`config.mk`:
```
export PLATFORM = sky130hd
export DESIGN_NAME = pcm_ctl_port
export DESIGN_NICKNAME = d
export VERILOG_FILES = /design/src/rtl/pcm_ctl_pkg.sv /design/src/rtl/pcm_slot_timer.sv /design/src/rtl/pcm_serdes.sv /design/src/rtl/pcm_ctl_regs.sv /design/src/rtl/pcm_ctl_port.sv
export SDC_FILE = /design/constraint.sdc
export NUM_CORES = 1
export LEC_CHECK = 0
export BUFFER_PORTS_ARGS = -buffer_cell sky130_fd_sc_hd__buf_2
export CAP_MARGIN = 30
export CORE_ASPECT_RATIO = 1.25
export CORE_MARGIN = 3
export CORE_UTILIZATION = 54
export CTS_CLUSTER_SIZE = 12
export DETAILED_ROUTE_END_ITERATION = 8
export PLACE_DENSITY = 0.8
export SLEW_MARGIN = 20
export SYNTH_ARGS = -nofsm -noshare
export SYNTH_HDL_FRONTEND = slang
export SYNTH_SLANG_ARGS = --single-unit
```
`constraint.sdc`:
```
create_clock -name clk -period 1.7 [get_ports clk]
set_input_delay 0.17 -clock clk [delete_from_list [all_inputs] [get_ports clk]]
set_output_delay 0.17 -clock clk [all_outputs]
set_load 0.05 [all_outputs]
```
`src/rtl/pcm_ctl_pkg.sv`:
```
package pcm_ctl_pkg;

    localparam int WORD_W = 8;
    localparam int CTL_W  = 8;

    typedef enum logic [1:0] {
        STRAP_SERIAL  = 2'b00,
        STRAP_HIGH    = 2'b01,
        STRAP_LOW     = 2'b10,
        STRAP_SERIAL2 = 2'b11
    } strap_e;

    typedef enum logic [1:0] {
        ADDR_OFF   = 2'b00,
        ADDR_REG_A = 2'b01,
        ADDR_REG_B = 2'b10,
        ADDR_OFF2  = 2'b11
    } addr_e;

    typedef struct packed {
        logic [2:0] rx_gain;
        logic [2:0] tx_gain;
        logic       loopback;
        logic       pwr_down;
    } reg_a_t;

    typedef struct packed {
        logic [1:0] test_mode;
        logic [5:0] sys_drv;
    } reg_b_t;

    localparam reg_a_t A_DEFAULT = '{rx_gain: 3'd2, tx_gain: 3'd2, loopback: 1'b0, pwr_down: 1'b0};
    localparam reg_a_t A_FORCED  = '{rx_gain: 3'd0, tx_gain: 3'd0, loopback: 1'b0, pwr_down: 1'b1};
    localparam reg_b_t B_DEFAULT = '{test_mode: 2'd0, sys_drv: 6'd0};

    function automatic logic addr_enabled(input logic [1:0] a);
        return (addr_e'(a) == ADDR_REG_A) || (addr_e'(a) == ADDR_REG_B);
    endfunction

    function automatic logic addr_is_b(input logic [1:0] a);
        return addr_e'(a) == ADDR_REG_B;
    endfunction

    function automatic logic strap_serial(input logic [1:0] s);
        return (strap_e'(s) == STRAP_SERIAL) || (strap_e'(s) == STRAP_SERIAL2);
    endfunction

endpackage

```
`src/rtl/pcm_slot_timer.sv`:
```
module pcm_slot_timer
    import pcm_ctl_pkg::*;
#(
    parameter int W = WORD_W
) (
    input  logic clk,
    input  logic rst,
    input  logic sync_n,
    input  logic addr_ok,
    output logic slot_start,
    output logic slot_active,
    output logic slot_shift,
    output logic slot_done
);

    localparam int CW = (W > 1) ? $clog2(W) : 1;
    localparam logic [CW-1:0] LAST = CW'(W - 1);

    logic          active_q;
    logic [CW-1:0] cnt_q;

    assign slot_start  = !active_q && !sync_n && addr_ok;
    assign slot_active = active_q;
    assign slot_shift  = active_q && addr_ok;
    assign slot_done   = slot_shift && (cnt_q == LAST);

    always_ff @(posedge clk) begin
        if (rst) begin
            active_q <= 1'b0;
            cnt_q    <= '0;
        end else if (slot_start) begin
            active_q <= 1'b1;
            cnt_q    <= '0;
        end else if (active_q) begin
            if (!addr_ok || slot_done) begin
                active_q <= 1'b0;
                cnt_q    <= '0;
            end else begin
                cnt_q <= cnt_q + 1'b1;
            end
        end
    end

    AST_SLOT_OPENS: assert property (@(posedge clk) disable iff (rst)
        slot_start |=> slot_active);
    AST_SLOT_CLOSES: assert property (@(posedge clk) disable iff (rst)
        slot_done |=> !slot_active);
    AST_CANCEL_CLOSES: assert property (@(posedge clk) disable iff (rst)
        (slot_active && !addr_ok) |=> !slot_active);

endmodule

```
`src/rtl/pcm_serdes.sv`:
```
module pcm_serdes
    import pcm_ctl_pkg::*;
#(
    parameter int W = WORD_W
) (
    input  logic         clk,
    input  logic         rst,
    input  logic         load,
    input  logic [W-1:0] load_word,
    input  logic         shift,
    input  logic         done,
    input  logic         ser_in,
    output logic         ser_out,
    output logic [W-1:0] rx_word,
    output logic         rx_valid
);

    logic [W-1:0] tx_sh_q;
    logic [W-1:0] rx_sh_q;

    assign ser_out = tx_sh_q[W-1];

    always_ff @(posedge clk) begin
        if (rst) begin
            tx_sh_q  <= '0;
            rx_sh_q  <= '0;
            rx_word  <= '0;
            rx_valid <= 1'b0;
        end else begin
            rx_valid <= done;
            if (load) begin
                tx_sh_q <= load_word;
            end else if (shift) begin
                tx_sh_q <= {tx_sh_q[W-2:0], 1'b0};
            end
            if (shift) begin
                rx_sh_q <= {rx_sh_q[W-2:0], ser_in};
            end
            if (done) begin
                rx_word <= {rx_sh_q[W-2:0], ser_in};
            end
        end
    end

    AST_TX_MSB_ORDER: assert property (@(posedge clk) disable iff (rst)
        (shift && !load) |=> (ser_out == $past(tx_sh_q[W-2])));
    AST_RX_HOLDS: assert property (@(posedge clk) disable iff (rst)
        !done |=> $stable(rx_word));

endmodule

```
`src/rtl/pcm_ctl_regs.sv`:
```
module pcm_ctl_regs
    import pcm_ctl_pkg::*;
(
    input  logic       clk,
    input  logic       rst,
    input  logic       start,
    input  logic [1:0] addr,
    input  logic [1:0] strap,
    input  logic       ctl_in,
    input  logic       shift,
    input  logic       done,
    output reg_a_t     eff_a,
    output reg_b_t     eff_b
);

    logic [CTL_W-1:0] cap_q;
    logic             sel_b_q;
    reg_a_t           a_q;
    reg_b_t           b_q;
    logic             wr;
    logic [CTL_W-1:0] full_word;

    assign wr        = done && strap_serial(strap);
    assign full_word = {cap_q[CTL_W-2:0], ctl_in};

    always_ff @(posedge clk) begin
        if (rst) begin
            cap_q   <= '0;
            sel_b_q <= 1'b0;
            a_q     <= A_DEFAULT;
            b_q     <= B_DEFAULT;
        end else begin
            if (start) begin
                sel_b_q <= addr_is_b(addr);
            end
            if (shift) begin
                cap_q <= full_word;
            end
            if (wr) begin
                if (sel_b_q) begin
                    b_q <= reg_b_t'(full_word);
                end else begin
                    a_q <= reg_a_t'(full_word);
                end
            end
        end
    end

    always_comb begin
        unique case (strap_e'(strap))
            STRAP_HIGH: begin
                eff_a = A_DEFAULT;
                eff_b = B_DEFAULT;
            end
            STRAP_LOW: begin
                eff_a = A_FORCED;
                eff_b = B_DEFAULT;
            end
            default: begin
                eff_a = a_q;
                eff_b = b_q;
            end
        endcase
    end

    AST_PARTIAL_NO_WRITE: assert property (@(posedge clk) disable iff (rst)
        !done |=> ($stable(a_q) && $stable(b_q)));
    AST_STATIC_NO_WRITE: assert property (@(posedge clk) disable iff (rst)
        !strap_serial(strap) |=> ($stable(a_q) && $stable(b_q)));

endmodule

```
`src/rtl/pcm_ctl_port.sv`:
```
module pcm_ctl_port
    import pcm_ctl_pkg::*;
(
    input  logic       clk,
    input  logic       rst,
    input  logic       sync_n,
    input  logic [1:0] addr_lvl,
    input  logic [1:0] ctl_strap,
    input  logic       ctl_in,
    input  logic       pcm_in,
    input  logic [7:0] tx_word,
    output logic       pcm_out,
    output logic       pcm_oe,
    output logic [7:0] rx_word,
    output logic       rx_valid,
    output logic       pwr_down,
    output logic [2:0] rx_gain,
    output logic [2:0] tx_gain,
    output logic       loopback,
    output logic [1:0] test_mode,
    output logic [5:0] sys_drv
);

    localparam int W = WORD_W;

    logic         addr_ok;
    logic         slot_start;
    logic         slot_active;
    logic         slot_shift;
    logic         slot_done;
    logic [W-1:0] tx_src;
    reg_a_t       eff_a;
    reg_b_t       eff_b;

    assign addr_ok = addr_enabled(addr_lvl);

    pcm_slot_timer #(.W(W)) u_timer (
        .clk         (clk),
        .rst         (rst),
        .sync_n      (sync_n),
        .addr_ok     (addr_ok),
        .slot_start  (slot_start),
        .slot_active (slot_active),
        .slot_shift  (slot_shift),
        .slot_done   (slot_done)
    );

    assign tx_src = eff_a.loopback ? rx_word : tx_word;

    pcm_serdes #(.W(W)) u_serdes (
        .clk       (clk),
        .rst       (rst),
        .load      (slot_start),
        .load_word (tx_src),
        .shift     (slot_shift),
        .done      (slot_done),
        .ser_in    (pcm_in),
        .ser_out   (pcm_out),
        .rx_word   (rx_word),
        .rx_valid  (rx_valid)
    );

    pcm_ctl_regs u_regs (
        .clk    (clk),
        .rst    (rst),
        .start  (slot_start),
        .addr   (addr_lvl),
        .strap  (ctl_strap),
        .ctl_in (ctl_in),
        .shift  (slot_shift),
        .done   (slot_done),
        .eff_a  (eff_a),
        .eff_b  (eff_b)
    );

    assign pcm_oe    = slot_active;
    assign pwr_down  = eff_a.pwr_down;
    assign rx_gain   = eff_a.rx_gain;
    assign tx_gain   = eff_a.tx_gain;
    assign loopback  = eff_a.loopback;
    assign test_mode = eff_b.test_mode;
    assign sys_drv   = eff_b.sys_drv;

    AST_OE_DROPS_OFF: assert property (@(posedge clk) disable iff (rst)
        (pcm_oe && !addr_enabled(addr_lvl)) |=> !pcm_oe);
    AST_VALID_AFTER_SLOT: assert property (@(posedge clk) disable iff (rst)
        rx_valid |-> ($past(pcm_oe) && !pcm_oe));
    AST_NO_OPEN_WHEN_OFF: assert property (@(posedge clk) disable iff (rst)
        (!pcm_oe && !addr_enabled(addr_lvl)) |=> !pcm_oe);
    AST_TIED_LOW_PD: assert property (@(posedge clk) disable iff (rst)
        (ctl_strap == 2'b10) |-> (pwr_down && (sys_drv == 6'd0)));

endmodule

```
# Yosys cells after proc, flatten, opt, wreduce, memory -nomap -nowiden
# Index checks and enable logic that the tools add are counted.
[op_classes] addsub=1 n_eq_ne=6 n_mux=9 bitwise=1 reduce_logical=17
[op_table] cell="2-to-1 mux 8 bit" count=4
[op_table] cell="case mux 8 bit (2 select lines)" count=1
[op_table] cell="== test 2 bit, second input constant" count=3
[op_table] cell="logical AND 1 bit" count=5
[op_table] cell="== test 2 x 1 -> 1 bit, second input constant" count=2
[op_table] cell="AND reduction 2 bit" count=2
[op_table] cell="OR reduction 2 bit" count=2
[op_table] cell="adder 3 x 1 -> 3 bit, second input constant" count=1
[op_table] cell="== test 3 bit, second input constant" count=1
[op_table] cell="logical NOT 1 bit" count=3
[op_table] cell="logical OR 1 bit" count=3
[op_table] cell="2-to-1 mux 1 bit" count=3
[op_table] cell="2-to-1 mux 3 bit" count=1
[op_table] cell="logical NOT 2 bit" count=1
[op_table] cell="nonzero test 2 bit" count=1
[op_table] cell="inverter 1 bit" count=1
[totals] regBits=52 inputBits=17 output_inout_bits=27 wordCells=48

# Logic depth before layout (Yosys ltp)
# Gate-level depths: netlist (run 1).
[logic_depth] ltp_word=8 depth_mapped=7 mapped_depth_nobuf=5

# Cells and area by module
# Synthesis (run 1) repeated with hierarchy kept, for this count alone.
[unflattened] cells_unflattened=234 area_unflattened_um2=2446.1
[by_module_without_submodules] module="pcm_ctl_regs" instances=1 cells_per_inst=118 area_each_um2=1141.1 seq_area_each_um2=480.5
[by_module_without_submodules] module="pcm_serdes" instances=1 cells_per_inst=85 area_each_um2=924.6 seq_area_each_um2=480.5
[by_module_without_submodules] module="pcm_slot_timer" instances=1 cells_per_inst=21 area_each_um2=240.2 seq_area_each_um2=80.1
[by_module_without_submodules] module="pcm_ctl_port" instances=1 cells_per_inst=10 area_each_um2=140.1 seq_area_each_um2=0.0

# Least setup slack after synthesis (run 1)
# OpenSTA, ideal clock, no wires.
[synth_path] path_type="reg2reg" from="reg u_timer.active_q (netlist: u_timer.slot_active)" to="reg u_regs.a_q[2] (netlist name)" setup_time_ps=70 arrival_time_ps=1423 required_ps=1630 slack_ps=206 stages_incl_launch_ff=7 path_buffers=3 period_less_slack_ps=1494 path_cell_list="dfxtp_1 -> buf_6 -> and4b_1 -> buf_4 -> buf_6 -> nand3_1 -> a21oi_1"
[synth_via] elab_chain_cells=4
[synth_rtl] element="start, declared" line="pcm_slot_timer.sv:19" source="logic active_q;"
[synth_rtl] element="start signal, assigned" line="pcm_slot_timer.sv:29" source="active_q <= 1'b0;"
[synth_rtl] element="start signal, assigned" line="pcm_slot_timer.sv:32" source="active_q <= 1'b1;"
[synth_rtl] element="start signal, assigned" line="pcm_slot_timer.sv:36" source="active_q <= 1'b0;"
[synth_rtl] element="logical AND 1 bit" line="pcm_slot_timer.sv:24" source="assign slot_shift = active_q && addr_ok;"
[synth_rtl] element="logical AND 1 bit" line="pcm_slot_timer.sv:25" source="assign slot_done = slot_shift && (cnt_q == LAST);"
[synth_rtl] element="logical AND 1 bit" line="pcm_ctl_regs.sv:23" source="assign wr = done && strap_serial(strap);"
[synth_rtl] element="AND reduction 2 bit (no line)"
[synth_rtl] element="end signal, assigned" line="pcm_ctl_regs.sv:43" source="a_q <= reg_a_t'(full_word);"
[synth_rtl] element="end, declared" line="pcm_ctl_regs.sv:18" source="reg_a_t a_q;"
# No other way between the ends.
# A chain may end at the register's enable or synchronous reset.

# Worst setup path after layout (run 1)
[layout_path] from="in ctl_strap[0]" to="out loopback"
[layout_via] elab_chain_cells=2 elab_cells_between_ends=3 cone_classes="eq/ne (2); mux (1)"
[layout_rtl] element="start, declared" line="pcm_ctl_port.sv:8" source="input logic [1:0] ctl_strap,"
[layout_rtl] element="== test 2 bit / == test 2 x 1 -> 1 bit (equally long branches)" line="pcm_ctl_regs.sv:50" source="unique case (strap_e'(strap))"
[layout_rtl] element="case mux 8 bit (2 select lines) (*)" line="pcm_ctl_regs.sv:50"
[layout_rtl] element="end, declared" line="pcm_ctl_port.sv:19" source="output logic loopback,"
# Mark *: on every way between the ends. The rest lies on a longest branch, timed or not.

==> run summary, run 1 <==
Required time worst endpoint = 1.53 ns
YS warnings = 0
Routability cong. = 0.805
Vias in the first global route = 1814
Largest net degree at the start of global routing = 28
CP Max Fanout = 9
Synth Cell Area = 0.00225 mm^2
CP delay by family, top = buffers and inverters
Drt drc = 0
Setup repair bufs after CTS = 0
Post-synth cell types = 28
Core area = 0.00388 mm^2
Reg2reg end = u_regs.b_q[4]
Row cnt = 25
Cts hold-fix bufs = 0
Kind of critical path = input pin to primary output
Static leakage = 1.17 nW
Fmax = 642 MHz
Asr flop ratio synth = 0%
Slowest cell on crit path = ha_2
Die area = 0.00498 mm^2
Clock Pin Slew Worst Setup and Hold Paths = 0.08 ns
Total grt overflow = 0
Starting DRT DRC Count = 155
Initial Utilization = 58.0%
# diodes = 0
Post-route setup slack = 0.142 ns
Ys flop type = dfxtp_1
Num ports = 44
Share of the synthesized area in the top cell type = 46.3%
Vias per cell = 5.41
Worst hold path depth = 3
DIE WIDTH = 63.7 um
Worst Skew = 0.00501 ns
Worst Path Arrival = 1.39 ns
Setup TNS = 0 ns
Outcome = completed
Nets = 328
P&R area growth vs syn = 17.1%
Critical path startpoint category = input pin
Tmin final = 1.56 ns
Final Core Density = 67.9%
Clock latency on the worst-skew pair = 0.30 ns
Crit path largest cell delay = 0.39 ns
Die height = 78.1 um
DRT Wirelength = 4750 um
TritonRoute pass-1 iters = 4
CTS tree = yes
Relative slew slack = 72.0%
DP Worst Slack = 0.0532 ns
Seq cells post-synth = 52
Number of buffers added on ports = 43
Worst r2r path cells = 6
Max-slew violation count = 0
CTS Sinks = 52
Clk root buf = clkbuf_8
CP bufs+invs = 5
Global-route wire length before repair = 8050 um
Unrepaired setup endpoints after global routing = no
Cells along the critical path = buf_2 > inv_1 > ha_2 > buf_4 > nand2_2 > inv_1 > buf_2
Synthesized net count = 285
Htree depth = 2
FF-to-FF setup slack = 0.17 ns
Total vias in the final route = 1954
Leading area contributor after synthesis = dfxtp_1
Antenna viol nets, final = 0
Hpwl dp = 3420 um
Endpoints failing hold = 0
# setup viols final = 0
Total GRT Usage = 20.1%
Area contributors post-synth = dfxtp_1 46%, a21oi_1 8.9%, mux2i_1 7.6%
Wire length per cell = 13.2 um
WHS Endpoint = u_serdes.rx_sh_q[0]
Synthesized area per cell = 8.55 um^2
EDFF count, synth = 0
Tightest Pin Transition = 0.420 ns
Clock buffer depth = 2
Peak VDD IR = 0.517 mV
Pwr dens = 831 mW/mm^2
Fraction of layout cells with a size suffix above 1 = 21.8%
Reg-to-reg startpoint = u_timer.cnt_q[0]
Syn Inst Count = 263
Register area share after synthesis = 46.3%
CP endpoint kind = primary output
Final period utilization = 91.7%
Min-Delay Startpoint = pcm_in
Max Cap Violations = 0
Total chip power = 0.00219 W
Antenna violations before repair = 0
Min-delay worst type = input pin to register
TritonCTS Buffers = 5
[logic make-up after synthesis]
logic type	synth area share, %
AOI/OAI and AO/OA	14.4
adders and majority gates	2.78
buffers and inverters	5.90
DFF	46.3
muxes	8.07
and+or+nand+nor	22.6
[flip-flops by register name, indices dropped and copies added (netlist names)]
register and count:
u_serdes.rx_sh_q 7, u_serdes.rx_word 8, u_timer.cnt_q 3, u_regs.b_q 8, u_regs.a_q 8, u_serdes.tx_sh_q 8, u_serdes.rx_valid 1, u_regs.sel_b_q 1
u_regs.cap_q 7, u_timer.slot_active 1
[cell usage after synthesis, types with 2 or more instances]
cell and instances:
mux2i_1 17, ha_1 5, nand3_1 23, buf_6 3, buf_4 3, nor2_1 11
buf_2 7, inv_1 5, a21oi_1 40, dfxtp_1 52, o21ai_0 14, and2_1 12
o22ai_1 7, nand2b_1 4, nor2b_1 2, clkbuf_1 6, nand2_1 41
[through the flow]
step                cells  hold WS (ns)  cell area, um^2
finish                361         0.114             2630
global route          361         0.137             2630
CTS                   361         0.115             2620
global placement      353         0.430             2530
floorplan             263         0.306             2250
detailed placement    353         0.437             2530
[routing by layer]
| layer | up-vias | GRT usage (%) | share of wire [%] |
|---|---|---|---|
| li1 | 985 | - | - |
| met1 | 913 | 22.9 | 41 |
| met4 | 0 | 8.21 | 1.9 |
| met2 | 45 | 36.4 | 53 |
| met5 | - | 0 | 0 |
| met3 | 11 | 3.86 | 3.6 |
[final cells by class]
| cell class | count | area [um^2] |
|---|---|---|
| fill | 354 | 1240 |
| sequential | 52 | 1040 |
| tap | 54 | 67.6 |
| clock buffer | 8 | 90.1 |
| inverter | 5 | 18.8 |
| multi-input combinational | 187 | 1090 |
| timing repair buffer | 55 | 330 |
[how the worst max path moves through the flow]
stage                              from             to  slack (ns)  cells after the start
finish                     ctl_strap[0]       loopback        0.14                      7
global route           u_timer.cnt_q[0]  u_regs.a_q[4]       0.007                      6
CTS                    u_timer.cnt_q[0]  u_regs.b_q[4]        0.09                      6
detailed placement          addr_lvl[0]  u_regs.b_q[4]        0.05                      7
global placement            addr_lvl[0]  u_regs.a_q[2]        0.12                      7
floorplan           u_timer.slot_active  u_regs.a_q[2]        0.21                      6
[repair_timing]
item / in CTS / in global routing
gates resized for setup: 0 / 2
endpoints found under the setup margin: 0 / 7
endpoints found under the hold margin: 0 / 0
[placed cells by master (no fill, tap or decap), drive strengths merged]
master and n:
o21ai 14, and2b 1, o22ai 7, buf 55, nand2 42, and2 12, a21oi 40, dfxtp 52
mux2 1, nand4b 1, nor2 11, clkbuf 8, nand3 23, a311oi 1, ha 5, and4b 1
nor3b 1, nor3 1, mux2i 17, nand2b 5, nor2b 2, inv 5, nand3b 1, or2 1
[tightest hold or removal path, delay by kind of cell]
kind            cells  cell delay [ns]
compound gates      1             0.05
buf+inv             1             0.11
simple gates        1             0.05
[power by group]
group / internal [W] / total (W) / leakage, nW / switching, W
logic: 0.0000893 / 0.000235 / 0.708 / 0.000146
clock network: 0.000332 / 0.000704 / 0.0455 / 0.000371
registers: 0.00124 / 0.00125 / 0.420 / 0.0000143
No activity file was read; power rests on OpenSTA's default activity.
==> inputs of run 2 (changes only) <==
Settings changed: CORE_UTILIZATION 54 to 58, PLACE_DENSITY 0.8 to 0.85.
Clock period 1.7 ns to 2 ns, I/O delays scaled along.
==> run 2 against run 1 <==
  * Non-clock buffer count shrank 7
  * Global-route usage grew 1.8 points
  * Sequential power shrank 14%
  * Via count shrank 2.0%
  * Sequential cell count is the same
  * Worst hold slack better by 0.032 ns
==> run summary, run 2 (synthesis results as in run 1) <==
Unrepaired setup endpoints after global routing = no
Filler-free cell count of the finished design = 338 (-6.4%)
Setup TNS = 0 ns (unchanged)
CTS Sinks = 52 (unchanged)
Worst Path Arrival = 1.91 ns (+0.52 ns)
Clk root buf = clkbuf_8
# diodes = 0 (unchanged)
Max-slew violation count = 0 (unchanged)
Static leakage = 1.12 nW (-4.8%)
Drt drc = 0 (unchanged)
Clock Pin Slew Worst Setup and Hold Paths = 0.08 ns (about the same)
Commonest non-fill, non-tap cell in the layout = dfxtp_1
Total grt overflow = 0 (unchanged)
Cts hold-fix bufs = 0 (unchanged)
Clock buffer depth = 2 (unchanged)
Core area = 0.00360 mm^2 (-7.1%)
Pwr dens = 719 mW/mm^2 (-13%)
Initial Utilization = 62.4% (+4.4 points)
Required time worst endpoint = 2.24 ns (+0.71 ns)
Die height = 75.6 um (-3.2%)
FF-to-FF setup slack = 0.33 ns (+0.16 ns)
Relative slew slack = 65.3% (-6.7 points)
Reg-to-reg startpoint = u_timer.cnt_q[0]
Most frequent cells in the layout = 52 x dfxtp_1, 43 x buf_2, 41 x nand2_1, 40 x a21oi_1, 23 x nand3_1
DP Cell Count = 331 (-6.2%)
Area after DPL = 0.00244 mm^2 (-3.8%)
Reg2reg end = u_regs.a_q[6]
# setup viols final = 0 (unchanged)
Number of buffers added on ports = 43 (unchanged)
Outcome = completed
Fraction of layout cells with a size suffix above 1 = 20.1% (-1.8 points)
Largest net degree at the start of global routing = 29 (+3.6%)
Fmax = 599 MHz
Vias in the first global route = 1758 (-3.1%)
Antenna viol nets, final = 0 (unchanged)
Htree depth = 2 (unchanged)
Num ports = 44 (unchanged)
Total GRT Usage = 21.9% (+1.8 points)
Antenna violations before repair = 0 (unchanged)
Peak VDD IR = 0.429 mV (-17%)
CP Max Fanout = 15 (+6)
CTS tree = yes
CP endpoint kind = register
TritonRoute pass-1 iters = 4 (unchanged)
Clock latency on the worst-skew pair = 0.31 ns (about the same)
DIE WIDTH = 61.7 um (-3.2%)
DRT Wirelength = 4670 um (-1.9%)
Hpwl dp = 3360 um (-1.9%)
Min-Delay Startpoint = pcm_in
TritonCTS Buffers = 5 (unchanged)
Total vias in the final route = 1915 (-2.0%)
Tightest Pin Transition = 0.520 ns (+0.100 ns)
Total chip power = 0.00181 W (-17%)
Kind of critical path = register to register
Wire length per cell = 13.8 um (+4.8%)
Starting DRT DRC Count = 114 (-26%)
Final period utilization = 83.5%
Worst Skew = 0.00593 ns (+0.000919 ns)
Max Cap Violations = 0 (unchanged)
Post-CTS Resized = 0 (unchanged)
P&R area growth vs syn = 12.0%
Cell area after layout = 0.00252 mm^2 (-4.4%)
Endpoints failing hold = 0 (unchanged)
Min-delay worst type = input pin to register
Nets = 321 (-2.1%)
Row cnt = 24 (-4.0%)
Worst hold path depth = 3 (unchanged)
Vias per cell = 5.67 (+4.7%)
Setup repair bufs after CTS = 0 (unchanged)
WHS Endpoint = u_serdes.rx_sh_q[0]
Worst r2r path cells = 5 (-1)
Die area = 0.00466 mm^2 (-6.3%)
Worst hold slack = 0.146 ns (+0.0319 ns)
Critical path startpoint category = register
Global-route wire length before repair = 7640 um (-5.1%)
Layout fillers = 309 (-13%)
Tmin final = 1.67 ns
Routability cong. = 0.774 (-3.9%)
-- run 2: cell count changes in the layout (fill, tap and decap cells not counted), sizes merged --
| cell | delta |
|---|---|
| clkinvlp | +1 |
| buf | -7 |
| clkinv | +1 |
| clkbuf | -3 |
-- run 2: critical path: stages (launching register included) --
cell and delay (ns):
dfxtp_1 0.35, ha_1 0.15, ha_1 0.25, nand4b_2 0.33, nor2_1 0.30, mux2i_1 0.21
-- run 2: stage by stage --
stage / setup slack [ns] / utilization, %
finish: 0.329 / 69.9
global placement: 0.316 / 67.6
floorplan: 0.460 / -
detailed placement: 0.234 / 67.6
global route: 0.175 / 69.9
CTS: 0.319 / 69.9
-- run 2: worst max path at each step --
| stage | from | endpoint | slack (ns) | cells past startpoint |
|---|---|---|---|---|
| final | u_timer.cnt_q[0] | u_regs.a_q[6] | 0.33 | 5 |
| after global routing | u_timer.cnt_q[0] | u_regs.a_q[3] | 0.17 | 5 |
| after CTS | u_timer.cnt_q[0] | u_regs.a_q[3] | 0.32 | 5 |
| after detailed placement | ctl_strap[0] | u_regs.a_q[3] | 0.23 | 6 |
| after global placement | addr_lvl[0] | u_serdes.tx_sh_q[7] | 0.32 | 6 |
| after floorplan | ctl_strap[0] | rx_gain[0] | 0.46 | 5 |
-- run 2: power breakdown --
part	total (W)	internal, W	switching, W
combinational	0.000176	0.0000607	0.000115
sequential	0.00107	0.00105	0.0000165
clock	0.000568	0.000237	0.000331
-- run 2: cell type report --
cell class	instances	area (um^2)	share of cell area [%]
tap	39	48.8	1.94
clock buffer	5	68.8	2.73
sequential	52	1040	41.4
timing repair buffer	48	253	10.0
inverter	5	18.8	0.746
multi-input combinational	187	1070	42.7
clock inverter	2	12.5	0.497
-- run 2: routing by layer --
layer | part of all wire (%) | vias to the layer above | global-route usage [%]
li1 | - | 968 | -
met1 | 40 | 887 | 24.1
met2 | 55 | 50 | 40.2
met3 | 4.0 | 10 | 4.41
met4 | 1.7 | 0 | 8.73
met5 | 0 | - | 0
